`config.mk`:
```
export PLATFORM = sky130hd
export DESIGN_NAME = dma_chain_engine
export DESIGN_NICKNAME = d
export VERILOG_FILES = /design/src/rtl/dma_chain_pkg.sv /design/src/rtl/dma_cb_decode.sv /design/src/rtl/dma_addr_adv.sv /design/src/rtl/dma_chain_engine.sv
export SDC_FILE = /design/constraint.sdc
export NUM_CORES = 1
export LEC_CHECK = 0
export BUFFER_PORTS_ARGS = -buffer_cell sky130_fd_sc_hd__buf_2
export CAP_MARGIN = 10
export CELL_PAD_IN_SITES_DETAIL_PLACEMENT = 1
export CELL_PAD_IN_SITES_GLOBAL_PLACEMENT = 2
export CORE_UTILIZATION = 29
export DETAILED_ROUTE_END_ITERATION = 10
export PLACE_DENSITY_LB_ADDON = 0.1
export SLEW_MARGIN = 20
export SYNTH_ARGS = -nofsm -noshare
export SYNTH_HDL_FRONTEND = slang
export SYNTH_SLANG_ARGS = --single-unit
```
`constraint.sdc`:
```
create_clock -name clk -period 4.2 [get_ports clk]
set_clock_uncertainty 0.2 [all_clocks]
set_input_delay 0.84 -clock clk [delete_from_list [all_inputs] [get_ports clk]]
set_output_delay 0.84 -clock clk [all_outputs]
set_load 0.01 [all_outputs]
```
`src/rtl/dma_chain_pkg.sv`:
```
package dma_chain_pkg;

    localparam int CB_WORDS = 6;
    localparam int CB_IDX_W = $clog2(CB_WORDS);

    // control word bit positions
    localparam int CTL_IRQ   = 0;
    localparam int CTL_RECT  = 1;
    localparam int CTL_DINC  = 4;
    localparam int CTL_DSKIP = 7;
    localparam int CTL_SINC  = 8;
    localparam int CTL_SSKIP = 11;

    typedef enum logic [2:0] {
        ST_IDLE, ST_CHECK, ST_FETCH, ST_SETUP, ST_STEP, ST_RD, ST_WR, ST_BLKEND
    } dma_state_e;

    typedef struct packed {
        logic irq_en;
        logic rect;
        logic d_inc;
        logic d_skip;
        logic s_inc;
        logic s_skip;
    } xfer_flags_t;

    function automatic xfer_flags_t decode_flags(input logic [31:0] ctl);
        xfer_flags_t f;
        f.irq_en = ctl[CTL_IRQ];
        f.rect   = ctl[CTL_RECT];
        f.d_inc  = ctl[CTL_DINC];
        f.d_skip = ctl[CTL_DSKIP];
        f.s_inc  = ctl[CTL_SINC];
        f.s_skip = ctl[CTL_SSKIP];
        return f;
    endfunction

    function automatic logic [31:0] round_words(input logic [31:0] bytes);
        return (bytes + 32'd3) & ~32'd3;
    endfunction

endpackage

```
`src/rtl/dma_cb_decode.sv`:
```
module dma_cb_decode
    import dma_chain_pkg::*;
#(
    parameter int ADDR_W = 32
) (
    input  logic [31:0]       ctl,
    input  logic [31:0]       len,
    input  logic [31:0]       step,
    output xfer_flags_t       flags,
    output logic [15:0]       rows,
    output logic [31:0]       row_bytes,
    output logic [ADDR_W-1:0] src_step,
    output logic [ADDR_W-1:0] dst_step
);
    localparam int EXT_W = ADDR_W - 16;

    logic dec_unused;
    assign dec_unused = ^{ctl[31:12], ctl[10:9], ctl[6:5], ctl[3:2]};

    always_comb begin
        flags = decode_flags(ctl);
        if (flags.rect) begin
            rows      = 16'd1 + {2'b00, len[29:16]};
            row_bytes = round_words({16'h0000, len[15:0]});
            src_step  = {{EXT_W{step[15]}}, step[15:0]};
            dst_step  = {{EXT_W{step[31]}}, step[31:16]};
        end else begin
            rows      = 16'd1;
            row_bytes = round_words(len);
            src_step  = '0;
            dst_step  = '0;
        end
    end
endmodule

```
`src/rtl/dma_addr_adv.sv`:
```
module dma_addr_adv #(
    parameter int ADDR_W = 32
) (
    input  logic [ADDR_W-1:0] addr,
    input  logic              inc_en,
    input  logic              beat,
    input  logic              row_wrap,
    input  logic [ADDR_W-1:0] row_step,
    output logic [ADDR_W-1:0] addr_nx
);
    always_comb begin
        addr_nx = addr;
        if (beat && inc_en) addr_nx = addr + ADDR_W'(4);
        if (row_wrap)       addr_nx = addr + row_step;
    end
endmodule

```
`src/rtl/dma_chain_engine.sv`:
```
module dma_chain_engine
    import dma_chain_pkg::*;
#(
    parameter int ADDR_W = 32
) (
    input  logic              clk,
    input  logic              rst,
    input  logic              start,
    input  logic              chan_en,
    input  logic [ADDR_W-1:0] start_addr,
    output logic              mem_req,
    output logic              mem_we,
    output logic [ADDR_W-1:0] mem_addr,
    output logic [31:0]       mem_wdata,
    input  logic              mem_ack,
    input  logic [31:0]       mem_rdata,
    output logic              active,
    output logic              paused,
    output logic              blk_end,
    output logic              blk_irq,
    output logic [ADDR_W-1:0] cur_cb_addr,
    output logic [31:0]       cur_info,
    output logic [ADDR_W-1:0] cur_src,
    output logic [ADDR_W-1:0] cur_dst,
    output logic [31:0]       cur_len,
    output logic [31:0]       cur_stride,
    output logic [ADDR_W-1:0] cur_next
);
    dma_state_e          state;
    logic [CB_IDX_W-1:0] widx;
    logic [ADDR_W-1:0]   cb_addr, src_r, dst_r, next_r;
    logic [31:0]         info_r, len_r, stride_r, data_r;
    logic [15:0]         rows_left;
    logic [31:0]         rem, rowb_r, rem_m4;

    xfer_flags_t       flags;
    logic [15:0]       rows_dec;
    logic [31:0]       rowb_dec;
    logic [ADDR_W-1:0] s_step, d_step, src_nx, dst_nx;
    logic              beat_done, row_adv;

    dma_cb_decode #(.ADDR_W(ADDR_W)) u_decode (
        .ctl(info_r), .len(len_r), .step(stride_r), .flags(flags),
        .rows(rows_dec), .row_bytes(rowb_dec), .src_step(s_step), .dst_step(d_step)
    );

    assign beat_done = (state == ST_WR) && (flags.d_skip || mem_ack);
    assign row_adv   = (state == ST_STEP) && (rem == 32'd0) && (rows_left > 16'd1);
    assign rem_m4    = rem - 32'd4;

    dma_addr_adv #(.ADDR_W(ADDR_W)) u_src_adv (
        .addr(src_r), .inc_en(flags.s_inc), .beat(beat_done),
        .row_wrap(row_adv), .row_step(s_step), .addr_nx(src_nx)
    );
    dma_addr_adv #(.ADDR_W(ADDR_W)) u_dst_adv (
        .addr(dst_r), .inc_en(flags.d_inc), .beat(beat_done),
        .row_wrap(row_adv), .row_step(d_step), .addr_nx(dst_nx)
    );

    always_comb begin
        mem_req = (state == ST_FETCH) ||
                  (state == ST_RD && !flags.s_skip) ||
                  (state == ST_WR && !flags.d_skip);
        mem_we  = (state == ST_WR);
        case (state)
            ST_FETCH: mem_addr = cb_addr + (ADDR_W'(widx) << 2);
            ST_RD:    mem_addr = src_r;
            default:  mem_addr = dst_r;
        endcase
    end
    assign mem_wdata = data_r;

    always_ff @(posedge clk) begin
        if (rst) begin
            state     <= ST_IDLE;
            widx      <= '0;
            active    <= 1'b0;
            paused    <= 1'b0;
            blk_end   <= 1'b0;
            blk_irq   <= 1'b0;
            cb_addr   <= '0;
            src_r     <= '0;
            dst_r     <= '0;
            next_r    <= '0;
            info_r    <= '0;
            len_r     <= '0;
            stride_r  <= '0;
            data_r    <= '0;
            rows_left <= '0;
            rem       <= '0;
            rowb_r    <= '0;
        end else begin
            blk_end <= 1'b0;
            blk_irq <= 1'b0;
            if (beat_done || row_adv) begin
                src_r <= src_nx;
                dst_r <= dst_nx;
            end
            case (state)
                ST_IDLE: if (start) begin
                    active  <= 1'b1;
                    paused  <= 1'b0;
                    cb_addr <= start_addr;
                    state   <= ST_CHECK;
                end
                ST_CHECK: begin
                    if (chan_en && cb_addr != '0) begin
                        widx  <= '0;
                        state <= ST_FETCH;
                    end else begin
                        active <= 1'b0;
                        paused <= 1'b1;
                        state  <= ST_IDLE;
                    end
                end
                ST_FETCH: if (mem_ack) begin
                    case (widx)
                        3'd0:    info_r   <= mem_rdata;
                        3'd1:    src_r    <= mem_rdata[ADDR_W-1:0];
                        3'd2:    dst_r    <= mem_rdata[ADDR_W-1:0];
                        3'd3:    len_r    <= mem_rdata;
                        3'd4:    stride_r <= mem_rdata;
                        default: next_r   <= mem_rdata[ADDR_W-1:0];
                    endcase
                    if (widx == CB_IDX_W'(CB_WORDS - 1)) state <= ST_SETUP;
                    else widx <= widx + 1'b1;
                end
                ST_SETUP: begin
                    rows_left <= rows_dec;
                    rem       <= rowb_dec;
                    rowb_r    <= rowb_dec;
                    state     <= ST_STEP;
                end
                ST_STEP: begin
                    if (rem != 32'd0) begin
                        state <= ST_RD;
                    end else if (rows_left > 16'd1) begin
                        rows_left <= rows_left - 16'd1;
                        rem       <= rowb_r;
                    end else begin
                        state <= ST_BLKEND;
                    end
                end
                ST_RD: begin
                    if (flags.s_skip) begin
                        data_r <= 32'd0;
                        state  <= ST_WR;
                    end else if (mem_ack) begin
                        data_r <= mem_rdata;
                        state  <= ST_WR;
                    end
                end
                ST_WR: if (beat_done) begin
                    rem   <= rem_m4;
                    len_r <= flags.rect ? {rows_left, rem_m4[15:0]} : rem_m4;
                    state <= ST_STEP;
                end
                ST_BLKEND: begin
                    blk_end <= 1'b1;
                    blk_irq <= flags.irq_en;
                    cb_addr <= next_r;
                    state   <= ST_CHECK;
                end
                default: state <= ST_IDLE;
            endcase
        end
    end

    assign cur_cb_addr = cb_addr;
    assign cur_info    = info_r;
    assign cur_src     = src_r;
    assign cur_dst     = dst_r;
    assign cur_len     = len_r;
    assign cur_stride  = stride_r;
    assign cur_next    = next_r;


    req_hold_chk: assert property (@(posedge clk) disable iff (rst)
        mem_req && !mem_ack |=> mem_req && $stable(mem_addr) && $stable(mem_we) && $stable(mem_wdata));

    idle_quiet_chk: assert property (@(posedge clk) disable iff (rst)
        !active |-> !mem_req);

    irq_with_end_chk: assert property (@(posedge clk) disable iff (rst)
        blk_irq |-> blk_end);

    stop_paused_chk: assert property (@(posedge clk) disable iff (rst)
        $fell(active) |-> paused);

    end_single_chk: assert property (@(posedge clk) disable iff (rst)
        blk_end |=> !blk_end);

    rem_aligned_chk: assert property (@(posedge clk) disable iff (rst)
        state == ST_STEP |-> rem[1:0] == 2'b00);
endmodule

```
==> results of run 1 <==
metrics by stage:
| stage | total power [µW] | instances | hold WS, ns | setup slack (ns) | TNS, ns |
|---|---|---|---|---|---|
| after floorplan | 5628 | 2766 | 0.2328 | 0.03063 | 0 |
| after global placement | 7048 | 3955 | 0.2413 | 0.4068 | 0 |
| after detailed placement | 7082 | 3955 | 0.2477 | 0.3235 | 0 |
| after CTS | 11240 | 4039 | 0.2565 | 0.03088 | 0 |
| after global routing | 11640 | 4043 | 0.2709 | -0.001972 | -0.002937 |
| final | 11150 | 4044 | 0.2550 | 0.1342 | 0 |
critical path, stage by stage (launching register included):
cell and delay, ns:
sky130_fd_sc_hd__dfxtp_1 0.39, sky130_fd_sc_hd__ha_1 0.37, sky130_fd_sc_hd__a21o_1 0.21, sky130_fd_sc_hd__nand3_4 0.13, sky130_fd_sc_hd__nor3_2 0.14, sky130_fd_sc_hd__buf_4 0.15, sky130_fd_sc_hd__nand3_2 0.10, sky130_fd_sc_hd__or2_4 0.33
sky130_fd_sc_hd__nor2_2 0.10, sky130_fd_sc_hd__xnor2_1 0.07, sky130_fd_sc_hd__o21ai_1 0.24, sky130_fd_sc_hd__buf_2 0.20
kinds of logic (layout without fill, tap and decap cells):
logic type	count (synthesis)	count (layout)	share of synthesized area
XOR/XNOR	157	157	0.06727
other	0	3	0
AND/OR/NAND/NOR	1218	1218	0.2718
flip-flops	342	342	0.3349
AO/OA/AOI/OAI	706	706	0.2243
buffers and inverters	244	588	0.04621
adder cells (fa/ha/maj)	47	47	0.02987
multiplexers	52	52	0.02559
repair_timing:
| action | 4_1_cts | 5_1_grt |
|---|---|---|
| endpoints found under the setup margin | 9 | 9 |
| gates resized for setup | 9 | 13 |
| pin swaps | 1 | 5 |
| buffers inserted | 1 | 2 |
| endpoints found under the hold margin | 0 | 0 |
power breakdown:
part           switching [µW]  internal (µW)  total [µW]
combinational            2220           1110        3340
clock                    1660           2450        4110
sequential                272           3430        3710
layout make-up:
type / count / area [µm²] / share of cell area
antenna: 3 / 7.507 / 0.0002984
inverter: 33 / 123.9 / 0.004923
timing repair buffer: 472 / 2685 / 0.1067
clock inverter: 15 / 186.4 / 0.007410
clock buffer: 68 / 1374 / 0.05461
sequential: 342 / 6852 / 0.2723
tap: 931 / 1165 / 0.04630
multi-input combinational: 2180 / 12770 / 0.5074
worst min-delay path by stage:
| stage | startpoint | to | slack [ns] |
|---|---|---|---|
| finish | rowb_r[9] | rowb_r[9] | 0.26 |
| floorplan | rowb_r[21] | rowb_r[21] | 0.23 |
| global placement | rowb_r[21] | rowb_r[21] | 0.24 |
| CTS | rowb_r[21] | rowb_r[21] | 0.26 |
| global route | cur_info[26] | cur_info[26] | 0.27 |
| detailed placement | rowb_r[21] | rowb_r[21] | 0.25 |
synthesized netlist by cell type (all sizes together) (13+ instances only):
cell,number
a211oi,96
a21o,20
a21oi,237
a22oi,84
and2,48
and3,39
buf,27
clkbuf,184
dfxtp,342
ha,44
inv,31
mux2i,50
nand2,450
nand2b,14
nand3,89
nand4,37
nor2,326
nor3,101
nor4,47
o211ai,31
o21ai,107
o22ai,17
or3,13
xnor2,90
xor2,67
flip-flops by register name (all words and copies together) (netlist names), 3 cells and up:
register and count:
cur_dst 32, mem_wdata 32, rowb_r 30, rows_left 16, cur_info 32, cur_len 32
cur_next 32, rem 30, cur_stride 32, widx 3, cur_cb_addr 32, cur_src 32
state 3
layer usage:
metal	up-vias	track usage	part of all wire
li1	10510	-	-
met1	11440	0.3638	0.41
met2	710	0.5219	0.49
met3	215	0.03457	0.048
met4	0	0.1532	0.053
met5	-	0	0
layout by cell type, fill, tap and decap left out, types with 46 or more instances in the layout:
master,netlist,final
sky130_fd_sc_hd__nand2_1,450,450
sky130_fd_sc_hd__buf_2,7,361
sky130_fd_sc_hd__dfxtp_1,342,338
sky130_fd_sc_hd__nor2_1,326,318
sky130_fd_sc_hd__a21oi_1,237,236
sky130_fd_sc_hd__buf_4,3,107
sky130_fd_sc_hd__o21ai_0,106,104
sky130_fd_sc_hd__a211oi_1,96,96
sky130_fd_sc_hd__nor3_1,100,95
sky130_fd_sc_hd__xnor2_1,90,90
sky130_fd_sc_hd__nand3_1,89,84
sky130_fd_sc_hd__a22oi_1,84,84
sky130_fd_sc_hd__xor2_1,67,67
sky130_fd_sc_hd__mux2i_1,50,50
sky130_fd_sc_hd__clkbuf_16,0,46
==> Flow_metrics.wiki, run 1 <==
{| class="wikitable"
! Metric !! Value
|-
| Max Clock Freq || 246.0 MHz
|-
| First-pass GRT wire length || between 150,000 and 200,000 µm
|-
| Vias per cell || between 5 and 6
|-
| Worst r2r dst || cur_dst[30]
|-
| Layout-stage area growth over the synthesis result || 23.08%
|-
| Dpl hpwl || just over 80,000 µm
|-
| Total DRC errors in the routed layout || 0
|-
| Relative slew slack || 0.2734
|-
| R2R cell count || 13
|-
| Initial core utilization || 0.2954
|-
| Area contributors post-synth || sky130_fd_sc_hd__dfxtp_1 33%, sky130_fd_sc_hd__nand2_1 8.3%, sky130_fd_sc_hd__nor2_1 6.0%
|-
| Ports || 363
|-
| Total power per unit cell area || roughly 440 mW/mm²
|-
| Count of cell types in the netlist || 86
|-
| Post-synthesis sequential area ratio || 0.3349
|-
| FFs w/ async S/R, synth || 0
|-
| Startpoint of the worst-slack reg-to-reg timing path || cur_info[1]
|-
| CTS Root Buffer Type || sky130_fd_sc_hd__clkbuf_16
|-
| Antenna violations before repair || 4
|-
| Startpoint class of the critical path || flop
|-
| Slew of the pin with the lowest slew margin || between 1 and 1.5 ns
|-
| Number of max-cap violations || 0
|-
| Cells after Synth || 2,766
|-
| Share of layout cells above drive strength 1 || 0.1939
|-
| Worst Hold Class || reg2reg
|-
| Leakage || 0.01032 µW
|-
| Number of buffers inserted by port buffering || 362
|-
| Final setup vio count || 0
|-
| GR Overflow Total || 0
|-
| Arrival time reported for the critical path endpoint || a little over 3 ns
|-
| Die extent in y || 267.5 µm
|-
| Synthesized net count || 2,882
|-
| Share of the cycle needed by the critical path after routing || 0.9680
|-
| Warnings, synthesis || 0
|-
| Clock latency at the later pin of the worst-skew pair || 0.60 ns
|-
| Number of rows created at floorplan || 96
|-
| Width of the chip || 267.5 µm
|-
| EDFF count, synth || 0
|-
| H-tree level count || 2
|-
| Number of iterations in the first detailed-routing pass || 6
|-
| Setup crit end kind || primary output
|-
| Number of nets at the end of the flow || around 3,200
|-
| Count of pins over their slew limit || 0
|-
| Total routing resource utilization after global routing || 0.3003
|-
| Routed wire length per instance || 27.44 µm
|-
| Post-layout instance area || ~0.025 mm²
|-
| Data required time of the critical path || 3.16 ns
|-
| Flop2flop setup slack || between 0.2 and 0.25 ns
|-
| Core ar. || 0.06919 mm²
|-
| Commonest register cell after synthesis || sky130_fd_sc_hd__dfxtp_1
|-
| Minimum clock period after layout || 4.066 ns
|-
| Worst vdd rail ir drop || 382.9 µV
|-
| CTS tree || yes
|-
| Number of flip-flops and latches in the synthesized netlist || 342
|-
| Largest net degree at the start of global routing || about 140
|-
| Cell taking the most area after synthesis || sky130_fd_sc_hd__dfxtp_1
|-
| Routability congestion estimate from global placement || just over 0.9
|-
| Number of design-rule violations left by the first detailed-router iteration || about 1,600
|-
| Fin util || 0.3636
|-
| Average footprint of a synthesized cell || approximately 7.4 µm²
|-
| Sink count of the clock tree || 342
|-
| Number of CTS-inserted buffers || 45
|-
| Count of endpoints failing hold in the final timing report || 0
|-
| Hold Path Depth || 2
|-
| Vias in the first global route || around 23,000
|-
| Top cell type's share of synthesized area || 0.3349
|-
| End of the critical path || mem_addr[25]
|-
| Result of the run || finished, final reports clean
|-
| Total cell area at the placement stage || roughly 0.023 mm²
|-
| CTS clk-pin slew, worst paths || 0.06 ns
|-
| Post-synth design cell area || 0.02044 mm²
|-
| DRT antenna net count || 0
|-
| Number of fill cells in the layout || between 8,000 and 9,000
|-
| Classification of the worst setup path || reg2out
|-
| Crit path launch || widx[2]
|-
| Buffer levels on the longest clock path || 3
|-
| Number of hold-repair buffers added at the cts stage || 0
|-
| Total wire length after detailed routing || 111,000 µm
|-
| Area of the die || 0.07155 mm²
|-
| Max Fanout on Critical Path || 8
|-
| Vias after detailed routing || around 23,000
|}
Note: power is estimated with default switching activity, not from simulation.
==> run 2: changes to the inputs <==
--- a/config.mk
+++ b/config.mk
@@ -7,11 +7,8 @@
 export LEC_CHECK = 0
 export BUFFER_PORTS_ARGS = -buffer_cell sky130_fd_sc_hd__buf_2
 export CAP_MARGIN = 10
-export CELL_PAD_IN_SITES_DETAIL_PLACEMENT = 1
-export CELL_PAD_IN_SITES_GLOBAL_PLACEMENT = 2
-export CORE_UTILIZATION = 29
+export CORE_UTILIZATION = 35
 export DETAILED_ROUTE_END_ITERATION = 10
-export PLACE_DENSITY_LB_ADDON = 0.1
 export SLEW_MARGIN = 20
 export SYNTH_ARGS = -nofsm -noshare
 export SYNTH_HDL_FRONTEND = slang
==> Flow_metrics.wiki, run 2 (synthesis gave the netlist of run 1 again) <==
{| class="wikitable"
! Metric !! Value
|-
| Number of iterations in the first detailed-routing pass || 6
|-
| CTS Root Buffer Type || sky130_fd_sc_hd__clkbuf_16
|-
| CTS tree || yes
|-
| Slowest Stage Delay on Critical Path || between 0.6 and 0.7 ns
|-
| Number of hold-repair buffers added at the cts stage || 0
|-
| Startpoint class of the critical path || flop
|-
| Worst Hold Class || reg2reg
|-
| Data required time of the critical path || about 3.2 ns
|-
| Dpl hpwl || approximately 64,000 µm
|-
| Classification of the worst setup path || reg2out
|-
| Initial core utilization || 0.3543
|-
| Max Fanout on Critical Path || 24
|-
| GR Overflow Total || 0
|-
| Width of the chip || between 200 and 250 µm
|-
| Number of nets at the end of the flow || ~3,200
|-
| Area of the die || just under 0.06 mm²
|-
| Share of layout cells above drive strength 1 || 0.1797
|-
| Global-route track usage on met3 || 0.06070
|-
| Number of buffers inserted by port buffering || between 300 and 400
|-
| Sink count of the clock tree || roughly 340
|-
| Total DRC errors in the routed layout || 0
|-
| Count of endpoints failing hold in the final timing report || 0
|-
| Most Frequent Cell on Critical Path || sky130_fd_sc_hd__buf_4
|-
| DRT antenna net count || 0
|-
| Antenna violations before repair || 1
|-
| Ports || roughly 360
|-
| CTS clk-pin slew, worst paths || roughly 0.060 ns
|-
| Number of CTS-inserted buffers || 42
|-
| Unrepaired setup endpoints after global routing || false
|-
| Most frequent cells in the layout || 450 x sky130_fd_sc_hd__nand2_1, 361 x sky130_fd_sc_hd__buf_2, 338 x sky130_fd_sc_hd__dfxtp_1
|-
| Total power per unit cell area || between 400 and 500 mW/mm²
|-
| Global routing met2 resource utilization || 0.4589
|-
| Total negative slack for setup checks || 0 ns
|-
| Routed wire length per instance || between 20 and 25 µm
|-
| Count of pins over their slew limit || 0
|-
| Slowest-stage cell, CP || sky130_fd_sc_hd__dfxtp_1
|-
| Area of the multi-input gates || approximately 0.013 mm²
|-
| Vias in the first global route || 20,140
|-
| Buffer levels on the longest clock path || 3
|-
| Setup crit end kind || primary output
|-
| Vias after detailed routing || between 20,000 and 25,000
|-
| Finished Layout Cells || between 3,000 and 4,000
|-
| Max Clock Freq || between 200 and 250 MHz
|-
| Largest net degree at the start of global routing || 144
|-
| Storage cell area || around 0.007 mm²
|-
| Routability congestion estimate from global placement || roughly 0.97
|-
| Met1 Track Usage GR || 0.3840
|-
| Slew of the pin with the lowest slew margin || 1.038 ns
|-
| Minimum clock period after layout || slightly above 4 ns
|-
| Leading cell type in the layout, fill and taps excluded || sky130_fd_sc_hd__nand2_1
|-
| Vias per cell || around 5.8
|-
| Number of design-rule violations left by the first detailed-router iteration || about 2,300
|-
| Relative slew slack || 0.3058
|-
| Result of the run || finished, final reports clean
|-
| Sequence of cells on the critical path || nor3_1, buf_4, nor2_2, buf_4, a22oi_1, o21ai_0, buf_2
|-
| Total wire length after detailed routing || 90,610 µm
|-
| Most congested layer reported by global routing || met2
|-
| Clock latency at the later pin of the worst-skew pair || between 0.5 and 0.6 ns
|-
| Core ar. || just under 0.06 mm²
|-
| Worst vdd rail ir drop || 261.5 µV
|-
| Total routing resource utilization after global routing || 0.2946
|-
| Die extent in y || roughly 240 µm
|-
| Share of the cycle needed by the critical path after routing || 0.9637
|-
| Number of rows created at floorplan || 88
|-
| Number of buffers and inverters on the critical path || 3
|-
| First-pass GRT wire length || between 100,000 and 150,000 µm
|-
| Worst path top cell family by delay || buffers and inverters
|-
| Number of placed cells counting well taps || roughly 3,800
|-
| H-tree level count || 2
|-
| Leakage || approximately 0.010 µW
|-
| Number of fill cells in the layout || 6,106
|-
| Number of max-cap violations || 0
|-
| Arrival time reported for the critical path endpoint || 3.01 ns
|-
| Final setup vio count || 0
|-
| Layout-stage area growth over the synthesis result || 19.80%
|}
## run 2: cell type report
| class | count | area share |
|---|---|---|
| Multi-Input combinational cell | 2180 | 0.5205 |
| Sequential cell | 342 | 0.2798 |
| Clock buffer | 63 | 0.05150 |
| Clock inverter | 11 | 0.004650 |
| Antenna cell | 5 | 0.0005110 |
| Inverter | 33 | 0.005059 |
| Tap cell | 765 | 0.03909 |
| Timing Repair Buffer | 437 | 0.09892 |
## run 2: final timing paths
check,start,endpoint,slack (ns),cells after the start
setup / recovery,state[0],mem_addr[11],0.15,7
hold / removal,rowb_r[21],rowb_r[21],0.25,2
setup reg to reg,cur_info[1],cur_dst[22],0.40,13
hold reg to reg,rowb_r[21],rowb_r[21],0.25,2
## run 2: through the flow
step	setup WS [ns]	area, µm²	hold WS [ns]	power, µW	utilization
CTS	0.009083	24410	0.2510	10460	0.4231
global route	0.008846	24470	0.2637	10930	0.4242
global placement	0.4555	23020	0.2392	6747	0.3990
detailed placement	0.4318	23020	0.2432	6738	0.3990
floorplan	0.03063	20440	0.2328	5628	-
finish	0.1524	24490	0.2517	10480	0.4244
## run 2: what timing repair did
item / in CTS / in global routing
endpoints found under the setup margin: 4 / 9
pin swaps: 0 / 3
buffers inserted: 0 / 2
gates resized for setup: 4 / 12
## run 2: worst reg2reg max path: cells and delay by family (launching register included)
| family | cells | cell delay, ns |
|---|---|---|
| and+or+nand+nor | 4 | 0.80 |
| AOI/OAI and AO/OA | 6 | 1.51 |
| buffers and inverters | 1 | 0.19 |
| DFF | 1 | 0.36 |
| adders and majority gates | 2 | 0.61 |
## run 2: where the power goes
group          switching (µW)  internal [µW]  total, µW
Clock                    1520           2190       3710
Combinational            1960           1080       3050
Sequential                282           3430       3720
Total                    3770           6710      10500
## run 2: metal layers
layer	wire, µm	vias up	part of all wire
met5	0	-	0
met4	4590	0	0.051
met3	7783	183	0.086
met2	41270	983	0.46
met1	36970	10520	0.41
li1	-	10450	-
